## config.mk

```make
export PLATFORM = sky130hd
export DESIGN_NAME = rtc_regport
export DESIGN_NICKNAME = d
export VERILOG_FILES = /design/src/rtl/rtc_regport_pkg.sv /design/src/rtl/rp_index.sv /design/src/rtl/rp_store.sv /design/src/rtl/rp_ctrl.sv /design/src/rtl/rp_status.sv /design/src/rtl/rtc_regport.sv
export SDC_FILE = /design/constraint.sdc
export NUM_CORES = 2
export LEC_CHECK = 0
export BUFFER_PORTS_ARGS = -buffer_cell sky130_fd_sc_hd__buf_2
export CORE_ASPECT_RATIO = 0.5
export CORE_MARGIN = 5
export CORE_UTILIZATION = 44
export CTS_CLUSTER_SIZE = 8
export DETAILED_ROUTE_END_ITERATION = 8
export PLACE_DENSITY = 0.62
export RECOVER_POWER = 25
export SYNTH_ARGS = -nofsm -noshare
export SYNTH_HDL_FRONTEND = slang
export SYNTH_HIERARCHICAL = 1
export SYNTH_SLANG_ARGS = --single-unit
```

## constraint.sdc

```tcl
create_clock -name clk -period 4.5 [get_ports clk]
set_clock_uncertainty 0.1 [all_clocks]
set_input_delay 0.9 -clock clk [delete_from_list [all_inputs] [get_ports clk]]
set_output_delay 0.9 -clock clk [all_outputs]
set_load 0.05 [all_outputs]
```

## src/rtl/rtc_regport_pkg.sv

```systemverilog
package rtc_regport_pkg;
   // Control register offsets (host software decodes these)
   localparam int unsigned IDX_REG_A = 10;
   localparam int unsigned IDX_REG_B = 11;
   localparam int unsigned IDX_REG_C = 12;
   localparam int unsigned IDX_REG_D = 13;

   // Register B bit positions
   localparam int unsigned B_FREEZE = 7;
   localparam int unsigned B_PER_EN = 6;
   localparam int unsigned B_ALM_EN = 5;
   localparam int unsigned B_UPD_EN = 4;
   localparam int unsigned B_WAVE_EN = 3;

   // Register C: summary bit and flag field
   localparam int unsigned C_SUMMARY = 7;
   localparam int unsigned FLAG_LO = 4;
   localparam int unsigned N_EVENTS = 3;

   typedef logic [N_EVENTS-1:0] evt_t;  // [2]=periodic [1]=alarm [0]=update
endpackage

```

## src/rtl/rp_index.sv

```systemverilog
module rp_index #(
   parameter int unsigned IDX_W = 7
) (
   input  logic             clk,
   input  logic             rst_n,
   input  logic             load,
   input  logic [IDX_W-1:0] din,
   output logic [IDX_W-1:0] idx
);
   always_ff @(posedge clk or negedge rst_n) begin
      if (!rst_n)    idx <= '0;
      else if (load) idx <= din;
   end
endmodule

```

## src/rtl/rp_store.sv

```systemverilog
module rp_store #(
   parameter int unsigned IDX_W = 7,
   parameter int unsigned DW    = 8,
   parameter int unsigned SKIP_LO = 10,
   parameter int unsigned SKIP_HI = 13
) (
   input  logic             clk,
   input  logic             rst_n,
   input  logic             we,
   input  logic [IDX_W-1:0] idx,
   input  logic [DW-1:0]    din,
   output logic [DW-1:0]    dout
);
   localparam int unsigned DEPTH = 1 << IDX_W;

   logic [DEPTH*DW-1:0] flat;

   for (genvar gi = 0; gi < DEPTH; gi++) begin : g_cell
      if (gi >= SKIP_LO && gi <= SKIP_HI) begin : g_hole
         // control registers live elsewhere
         assign flat[gi*DW +: DW] = '0;
      end else begin : g_byte
         logic [DW-1:0] q;
         always_ff @(posedge clk or negedge rst_n) begin
            if (!rst_n)
               q <= '0;
            else if (we && idx == IDX_W'(gi))
               q <= din;
         end
         assign flat[gi*DW +: DW] = q;
      end
   end

   assign dout = flat[int'(idx)*DW +: DW];
endmodule

```

## src/rtl/rp_ctrl.sv

```systemverilog
module rp_ctrl
   import rtc_regport_pkg::*;
#(
   parameter int unsigned DW    = 8,
   parameter logic [7:0]  RST_A = 8'h26,
   parameter logic [7:0]  RST_B = 8'h02
) (
   input  logic          clk,
   input  logic          rst_n,
   input  logic          soft_rst,
   input  logic          wr_a,
   input  logic          wr_b,
   input  logic [DW-1:0] din,
   input  logic          busy_set,
   input  logic          upd_done,
   output logic [DW-1:0] a_q,
   output logic [DW-1:0] b_q,
   output logic [DW-1:0] b_new
);
   localparam logic [DW-1:0] SOFT_B_MASK =
      DW'((1 << B_PER_EN) | (1 << B_ALM_EN) | (1 << B_WAVE_EN));

   logic freeze_wr;

   always_comb begin
      b_new = din;
      if (din[B_FREEZE]) b_new[B_UPD_EN] = 1'b0;
   end

   assign freeze_wr = wr_b && din[B_FREEZE];

   always_ff @(posedge clk or negedge rst_n) begin
      if (!rst_n) begin
         a_q <= DW'(RST_A);
         b_q <= DW'(RST_B);
      end else begin
         if (wr_a) a_q[DW-2:0] <= din[DW-2:0];
         if (upd_done || freeze_wr)  a_q[DW-1] <= 1'b0;
         else if (busy_set)          a_q[DW-1] <= 1'b1;
         if (soft_rst)  b_q <= (wr_b ? b_new : b_q) & ~SOFT_B_MASK;
         else if (wr_b) b_q <= b_new;
      end
   end

   // a freeze write leaves update enable and busy cleared
   a_r7_freeze_drops_upd: assert property (@(posedge clk) disable iff (!rst_n)
      freeze_wr |=> (!b_q[B_UPD_EN] && !a_q[DW-1]));

   // a plain write to A keeps the busy bit
   a_r8_busy_kept: assert property (@(posedge clk) disable iff (!rst_n)
      (wr_a && !busy_set && !upd_done && !wr_b) |=> (a_q[DW-1] == $past(a_q[DW-1])));

   // system reset leaves the three enables clear
   a_r10_enables_clear: assert property (@(posedge clk) disable iff (!rst_n)
      soft_rst |=> ((b_q & SOFT_B_MASK) == '0));
endmodule

```

## src/rtl/rp_status.sv

```systemverilog
module rp_status
   import rtc_regport_pkg::*;
#(
   parameter int unsigned DW = 8
) (
   input  logic          clk,
   input  logic          rst_n,
   input  logic          soft_rst,
   input  evt_t          ev,
   input  evt_t          en_cur,
   input  logic          wr_b,
   input  evt_t          en_new,
   input  logic          rd_c,
   output logic [DW-1:0] c_q,
   output logic          irq
);
   evt_t flags_q, flags_base, fresh, flags_n;
   logic sum_q, sum_base, sum_n;

   always_comb begin
      flags_base = rd_c ? '0 : flags_q;
      sum_base   = rd_c ? 1'b0 : sum_q;
      fresh      = ev & ~flags_base;
      flags_n    = flags_base | ev;
      if (wr_b) sum_n = |(en_new & flags_n);
      else      sum_n = sum_base | (|(en_cur & fresh));
      if (soft_rst) begin
         flags_n = '0;
         sum_n   = 1'b0;
      end
   end

   always_ff @(posedge clk or negedge rst_n) begin
      if (!rst_n) begin
         flags_q <= '0;
         sum_q   <= 1'b0;
      end else begin
         flags_q <= flags_n;
         sum_q   <= sum_n;
      end
   end

   always_comb begin
      c_q = '0;
      c_q[C_SUMMARY] = sum_q;
      c_q[FLAG_LO +: N_EVENTS] = flags_q;
   end
   assign irq = sum_q;

   // reading C with no event pending empties it
   a_r4_read_clears: assert property (@(posedge clk) disable iff (!rst_n)
      (rd_c && ev == '0 && !soft_rst) |=> (c_q == '0 && !irq));

   // an enabled event raises the line
   a_r5_enabled_event: assert property (@(posedge clk) disable iff (!rst_n)
      (!wr_b && !soft_rst && (ev & en_cur) != '0) |=> irq);

   // after a B write the line matches the overlap of enables and flags
   a_r6_b_write_sync: assert property (@(posedge clk) disable iff (!rst_n)
      (wr_b && !soft_rst && ev == '0 && !rd_c) |=> (irq == |(($past(en_new)) & $past(flags_q))));

   // system reset empties the status register
   a_r10_status_clear: assert property (@(posedge clk) disable iff (!rst_n)
      soft_rst |=> (c_q == '0 && !irq));
endmodule

```

## src/rtl/rtc_regport.sv

```systemverilog
module rtc_regport
   import rtc_regport_pkg::*;
#(
   parameter int unsigned IDX_W  = 7,
   parameter int unsigned DW     = 8,
   parameter int unsigned RD_LAT = 1,
   parameter logic [7:0]  RST_A  = 8'h26,
   parameter logic [7:0]  RST_B  = 8'h02,
   parameter logic [7:0]  RST_D  = 8'h80
) (
   input  logic       clk,
   input  logic       rst_n,
   input  logic       soft_rst,
   input  logic       addr0,
   input  logic       wr_en,
   input  logic       rd_en,
   input  logic [7:0] wdata,
   output logic [7:0] rdata,
   input  logic       ev_periodic,
   input  logic       ev_alarm,
   input  logic       ev_update,
   input  logic       busy_set,
   output logic       irq,
   output logic [3:0] rate_sel,
   output logic [2:0] div_sel,
   output logic [7:0] mode_bits
);
   localparam logic [DW-1:0] IDLE_BYTE = '1;

   // elaboration checks
   if (DW != 8) begin : g_bad_dw
      $error("rtc_regport: DW must be 8");
   end
   if ((1 << IDX_W) <= IDX_REG_D) begin : g_bad_idx
      $error("rtc_regport: IDX_W too small for control registers");
   end
   if (RD_LAT > 1) begin : g_bad_lat
      $error("rtc_regport: RD_LAT must be 0 or 1");
   end

   logic [IDX_W-1:0] idx;
   logic wr_even, wr_odd, rd_odd, rd_any;
   logic hit_a, hit_b, hit_c, hit_d, hit_ctl;
   logic [DW-1:0] store_q, a_q, b_q, b_new, c_q, rd_mux;
   evt_t ev;

   assign wr_even = wr_en && !addr0;
   assign wr_odd  = wr_en && addr0;
   assign rd_any  = rd_en && !wr_en;
   assign rd_odd  = rd_any && addr0;

   assign hit_a   = (idx == IDX_W'(IDX_REG_A));
   assign hit_b   = (idx == IDX_W'(IDX_REG_B));
   assign hit_c   = (idx == IDX_W'(IDX_REG_C));
   assign hit_d   = (idx == IDX_W'(IDX_REG_D));
   assign hit_ctl = hit_a || hit_b || hit_c || hit_d;

   assign ev = {ev_periodic, ev_alarm, ev_update};

   rp_index #(.IDX_W(IDX_W)) u_index (
      .clk  (clk),
      .rst_n(rst_n),
      .load (wr_even),
      .din  (wdata[IDX_W-1:0]),
      .idx  (idx)
   );

   rp_store #(.IDX_W(IDX_W), .DW(DW), .SKIP_LO(IDX_REG_A), .SKIP_HI(IDX_REG_D)) u_store (
      .clk  (clk),
      .rst_n(rst_n),
      .we   (wr_odd && !hit_ctl),
      .idx  (idx),
      .din  (wdata),
      .dout (store_q)
   );

   rp_ctrl #(.DW(DW), .RST_A(RST_A), .RST_B(RST_B)) u_ctrl (
      .clk     (clk),
      .rst_n   (rst_n),
      .soft_rst(soft_rst),
      .wr_a    (wr_odd && hit_a),
      .wr_b    (wr_odd && hit_b),
      .din     (wdata),
      .busy_set(busy_set),
      .upd_done(ev_update),
      .a_q     (a_q),
      .b_q     (b_q),
      .b_new   (b_new)
   );

   rp_status #(.DW(DW)) u_status (
      .clk     (clk),
      .rst_n   (rst_n),
      .soft_rst(soft_rst),
      .ev      (ev),
      .en_cur  (b_q[FLAG_LO +: N_EVENTS]),
      .wr_b    (wr_odd && hit_b),
      .en_new  (b_new[FLAG_LO +: N_EVENTS]),
      .rd_c    (rd_odd && hit_c),
      .c_q     (c_q),
      .irq     (irq)
   );

   always_comb begin
      if (!addr0)      rd_mux = IDLE_BYTE;
      else if (hit_a)  rd_mux = a_q;
      else if (hit_b)  rd_mux = b_q;
      else if (hit_c)  rd_mux = c_q;
      else if (hit_d)  rd_mux = DW'(RST_D);
      else             rd_mux = store_q;
   end

   if (RD_LAT == 1) begin : g_rd_reg
      always_ff @(posedge clk or negedge rst_n) begin
         if (!rst_n)      rdata <= '0;
         else if (rd_any) rdata <= rd_mux;
      end
   end else begin : g_rd_comb
      assign rdata = rd_mux;
   end

   assign rate_sel  = a_q[3:0];
   assign div_sel   = a_q[6:4];
   assign mode_bits = b_q;

   // writing C leaves it unchanged when nothing else acts on it
   a_r3_c_unwritable: assert property (@(posedge clk) disable iff (!rst_n)
      (wr_odd && hit_c && ev == '0 && !soft_rst) |=> $stable(c_q));

   // a read beside a write leaves rdata alone
   a_r11_write_wins: assert property (@(posedge clk) disable iff (!rst_n)
      (rd_en && wr_en) |=> $stable(rdata));
endmodule

```

* Word level (Yosys, flattened, before mapping)
Cells that the tools add are included.
** Operators by class
- Equality and inequality tests :: 127
- Shift operators :: 1
- Multiplexer cells :: 15
- Bitwise logic cells :: 6
- Reduce and logical (&&, ||, !) cells :: 145
** Operators with widths (number)
- indexed part select 1024 x 11 -> 8 bit :: 1
- == test 7 bit, second input constant :: 64
- == test 7 x 6 -> 1 bit, second input constant :: 32
- logical AND 1 bit :: 133
- == test 7 x 5 -> 1 bit, second input constant :: 16
- == test 7 x 4 -> 1 bit, second input constant :: 8
- 2-to-1 mux 8 bit :: 6
- == test 7 x 3 -> 1 bit, second input constant :: 4
- == test 7 x 2 -> 1 bit, second input constant :: 2
- bitwise AND 3 bit :: 3
- == test 7 x 1 -> 1 bit, second input constant :: 1
- zero test 7 bit :: 1
- 2-to-1 mux 7 bit :: 1
- 2-to-1 mux 1 bit :: 6
- 2-to-1 mux 3 bit :: 2
- OR reduction 3 bit :: 2
- logical OR 1 bit :: 4
- nonzero test 2 bit :: 2
- zero test 1 bit :: 3
- NOT 3 bit :: 1
- bitwise OR 3 bit :: 1
- bitwise OR 1 bit :: 1
** Word-level totals
- Bits in registers :: 1027
- Bits of input ports :: 18
- Output and inout port bits :: 24

* Depth between registers and ports, before layout
- Depth after elaboration :: 12
- Gate-level depth with buffers :: 12
- Gate-level depth less buffers :: 8

* Modules after synthesis
Netlist, hierarchy kept.
** By module, submodules not included
- rp_store :: instances 1, cells an instance 3079, area an instance 46460.8 um^2, sequential area each 24823.8 um^2
- rp_ctrl :: instances 1, cells an instance 46, area an instance 719.4 um^2, sequential area each 405.4 um^2
- rtc_regport :: instances 1, cells an instance 69, area an instance 594.3 um^2, sequential area each 200.2 um^2
- rp_index :: instances 1, cells an instance 15, area an instance 291.5 um^2, sequential area each 175.2 um^2
- rp_status :: instances 1, cells an instance 33, area an instance 275.3 um^2, sequential area each 100.1 um^2

* Least setup slack after synthesis
No wires, ideal clock.
- Kind :: register to register
- Start :: register u_index.idx[6]
- End :: register u_store.g_cell[6].g_byte.q[0]
- Setup time :: 0.128 ns
- Arrival :: 2.451 ns
- Data required time :: 4.272 ns
- Slack :: 1.822 ns
- Cell stages (with the launch flop) :: 10
- Buffers on the path :: 2
- Period minus slack after synthesis :: 2.678 ns
- Cells stage by stage :: dfrtp_1 or4b_4 a21o_1 buf_6 and3_1 and3_1 buf_2 nand2_4 nor2_4 mux2_1
** Between the ends
- Word-level cells in the longest chain between the ends :: 7
- Elaborated cells between the ends (all ways) :: 11
- Those cells by class :: 5 x eq/ne; 6 x reduce/logical
** RTL lines
- from (decl) :: line rp_index.sv:8 : output logic [IDX_W-1:0] idx
- from (signal assigned) :: line rp_index.sv:12 : else if (load) idx <= din;
- == test 7 x 4 -> 1 bit (on tied branches) :: line rtc_regport.sv:52, rtc_regport.sv:53
- logical OR 1 bit (3 in series) :: line rtc_regport.sv:56 : assign hit_ctl = hit_a || hit_b || hit_c || hit_d;
- zero test 1 bit :: line rtc_regport.sv:71 : .we (wr_odd && !hit_ctl),
- logical AND 1 bit :: line rtc_regport.sv:71
- logical AND 1 bit * :: line rp_store.sv:27 : else if (we && idx == IDX_W'(gi))
- to (signal assigned) :: line rp_store.sv:28 : q <= din;
- to (decl) :: line rp_store.sv:23 : logic [DW-1:0] q;
Mark *: on every way between the ends. The rest lies on a longest branch, timed or not.
A chain may end at the register's enable or synchronous reset.

* Worst setup path after layout
- Start :: register u_index.idx[1]
- End :: register rdata[3]
** Between the ends
- Word-level cells in the longest chain between the ends :: 6
- Elaborated cells between the ends (all ways) :: 10
- Those cells by class :: 4 x eq/ne; 1 x shift; 5 x mux
** RTL lines
- indexed part select 1024 x 11 -> 8 bit :: line rp_store.sv:34 : assign dout = flat[int'(idx)*DW +: DW];
- net store_q[3] :: line rtc_regport.sv:44 : logic [DW-1:0] store_q, a_q, b_q, b_new, c_q, rd_mux;
- 2-to-1 mux 8 bit :: line rtc_regport.sv:109 : else if (hit_d) rd_mux = DW'(RST_D);
- 2-to-1 mux 8 bit :: line rtc_regport.sv:108 : else if (hit_c) rd_mux = c_q;
- 2-to-1 mux 8 bit :: line rtc_regport.sv:107 : else if (hit_b) rd_mux = b_q;
- 2-to-1 mux 8 bit :: line rtc_regport.sv:106 : else if (hit_a) rd_mux = a_q;
- 2-to-1 mux 8 bit :: line rtc_regport.sv:105 : if (!addr0) rd_mux = IDLE_BYTE;
- to (signal assigned) :: line rtc_regport.sv:116 : else if (rd_any) rdata <= rd_mux;
- to (decl) :: line rtc_regport.sv:18 : output logic [7:0] rdata,
The timed path passes the listed nets, and every way through them passes these cells.

==> out/results.txt <==
R2R depth - 8
Routing usage on met2 - 33.12%
IO buf count - 41
CP max stage cell - o41ai_1
Number of max-capacitance violations reported - 2
Total of hold buffers inserted after clock tree synthesis - 0
Fraction of final layout cells with drive strength greater than 1 - 48.52%
Initial cell density of the core - 44.62%
Average wire length per cell after detail routing - 27.24 um
Number of design rule violations left after detail routing - 0
Via count of the first global-routing pass - 29770
Routed WL - 129300 um
Setup TNS - 0 ns
Power Density - 452.7 mW/mm^2
Result of the run - finished with violations
Number of antenna violations at the first check in global routing - 4
Area after detailed placement - 0.04990 sq mm
TritonCTS clock tree - yes
Worst path max stage delay - 0.87 ns
Timing-limited maximum frequency - 264.8 MHz
Total number of clock tree sinks - 1027
Worst-Margin Slew - 2.281 ns
Pin count of the biggest net entering global routing - 123
Reg2reg start - u_index/idx[1]
Final critical delay including setup and external delays - 3.777 ns
Half-perimeter wire length after detailed placement - 82150 um
CP Cell Sequence - buf_4 -> mux4_2 -> nand3_1 -> o21ai_0 -> o41ai_1 -> a32oi_1 -> a22oi_1 -> a21oi_1
Post-synthesis cell count - 3237
Final number of max-transition violations - 127
Yosys Warn Count - 6
Reg-to-reg setup timing slack - 0.72 ns
Launching element type of the critical path - register
Count of vias placed by the detailed router - 28530
Synthesis-to-finish area growth - 11.34%
Violated checks - max-capacitance violations, max-slew violations
Remaining max-slew budget at the tightest pin - -52.06%
Data arrival time at the worst-slack endpoint - 4.28 ns
Timing startpoint of the critical path - u_index/idx[1]
Per-instance average area after synthesis - 14.92 sq um
Total number of placement rows - 85
FF-to-FF End - rdata[3]
Die ar. - 0.1169 sq mm
ANT cells - 0
Area of the mapped netlist - 0.04830 sq mm
Clock edge transition at the registers on the reported setup and hold paths - 0.05 ns
Met3 Use GR - 4.415%
Number of vias per cell - 6.013
LEAKAGE - 25.37 nW
Maximum resistive drop on vdd - 0.3377 mV
Global routing's busiest layer - met2
Remaining antenna violation count after routing - 0
Iteration count of the initial detailed-routing pass - 5
I/O pins - 42
Core outline area - 0.1083 sq mm
Die Y-Extent - 244.3 um
First-pass GRT wire length - 196700 um
Worst Hold Launch - ev_update
Global placer's final weighted congestion - 0.8448
Maximum fanout along the worst path - 24
DRC violation total after the first TritonRoute iteration - 2040
Hold Path End - u_ctrl/a_q[7]
Final setup vio count - 0
Clock buffer count from CTS - 146
Post-CTS setup-driven buffer insertion count - 0
Met1 demand-to-capacity share in global routing - 32.98%
Remaining global-route overflow - 0
Category of the critical setup timing path - reg2reg
Number of hold violations in the final report - 0
Overall fraction of global-route tracks in use - 22.18%
RSZ-0062 raised after global routing - false
Number of buffers on the longest clock path - 3
H-tree Lvls - 4
Share of the cycle needed by the critical path after routing - 83.93%
Resize count post-CTS - 0
Cell area after layout - 0.05378 sq mm
Hold-critical path depth - 2
Category of the worst setup path capture point - register
Path category of the worst min-delay check - in2reg
Clock latency at the later pin of the worst-skew pair - 0.73 ns
Die width - 478.6 um
Clock tree root driver cell - clkbuf_16
Critical path required time - 5.00 ns
Final-stage net count - 3299
worst max path at each step:
stage                                                end  slack [ns]
final                                           rdata[3]        0.72
after global routing      u_store/g_cell[25].g_byte.q[0]        0.42
after CTS                                       rdata[3]        0.80
after detailed placement                        rdata[6]        0.81
after global placement                          rdata[6]        0.82
after floorplan            u_store/g_cell[6].g_byte.q[0]        1.82
per-layer routing:
metal,share of wire [%],vias up
li1,-,12030
met1,48,15620
met2,45,718
met3,5.6,170
met4,2.0,2
met5,0.0085,-
cells in the final DEF, fill, tap and decap left out, types with 14 or more instances in the layout:
cell type	n
buf_4	75
mux2_4	19
mux2_1	20
mux4_2	167
dfrtp_1	1019
nand2_1	88
clkbuf_1	23
mux2_2	979
buf_2	32
a21oi_1	49
nand2_2	25
nand3_1	37
nor2_4	82
clkbuf_16	150
a22oi_1	61
mux2i_1	185
nor2_1	36
a31oi_1	14
a22o_1	19
buf_12	14
worst max-delay path: cells and delay by family, from the launching register on:
kind / cells / cell delay [ns]
AND/OR/NAND/NOR: 1 / 0.13
multiplexers: 1 / 0.42
buffers and inverters: 1 / 0.50
flip-flops: 1 / 0.57
AO/OA/AOI/OAI: 5 / 1.90
power by group:
part           switching, mW  internal (mW)
Combinational           2.13           1.69
Clock                   3.89           5.89
Sequential             0.513           10.2
area by class of cell:
class | instances | area, sq um
multi-input combinational | 1965 | 21230
clock inverter | 12 | 141.4
timing repair buffer | 133 | 1054
clock buffer | 165 | 3810
fill | 9167 | 54490
inverter | 8 | 30.03
sequential | 1027 | 25720
tap | 1435 | 1795
metrics by stage:
step / hold WS [ns] / instances / setup WS, ns / total power, mW / utilization (%)
3_5_place_dp: 0.3713 / 4568 / 0.8051 / 14.70 / 46.09
3_3_place_gp: 0.3639 / 4568 / 0.8224 / 14.58 / 46.09
2_1_floorplan: 0.3524 / 3240 / 1.822 / 13.42 / -
6_report: 0.3120 / 4745 / 0.7232 / 24.35 / 49.67
5_1_grt: 0.3008 / 4745 / 0.4160 / 25.35 / 49.67
4_1_cts: 0.06351 / 4745 / 0.8030 / 24.60 / 49.74
flip-flops by register name (all words and copies together) (netlist names):
signal / flops
rdata: 8
u_ctrl/a_q: 8
u_ctrl/b_q: 8
u_index/idx: 7
u_status/flags_q: 3
u_status/irq: 1
u_store/g_cell.g_byte.q: 992
Power figures use the tool's default switching activity.
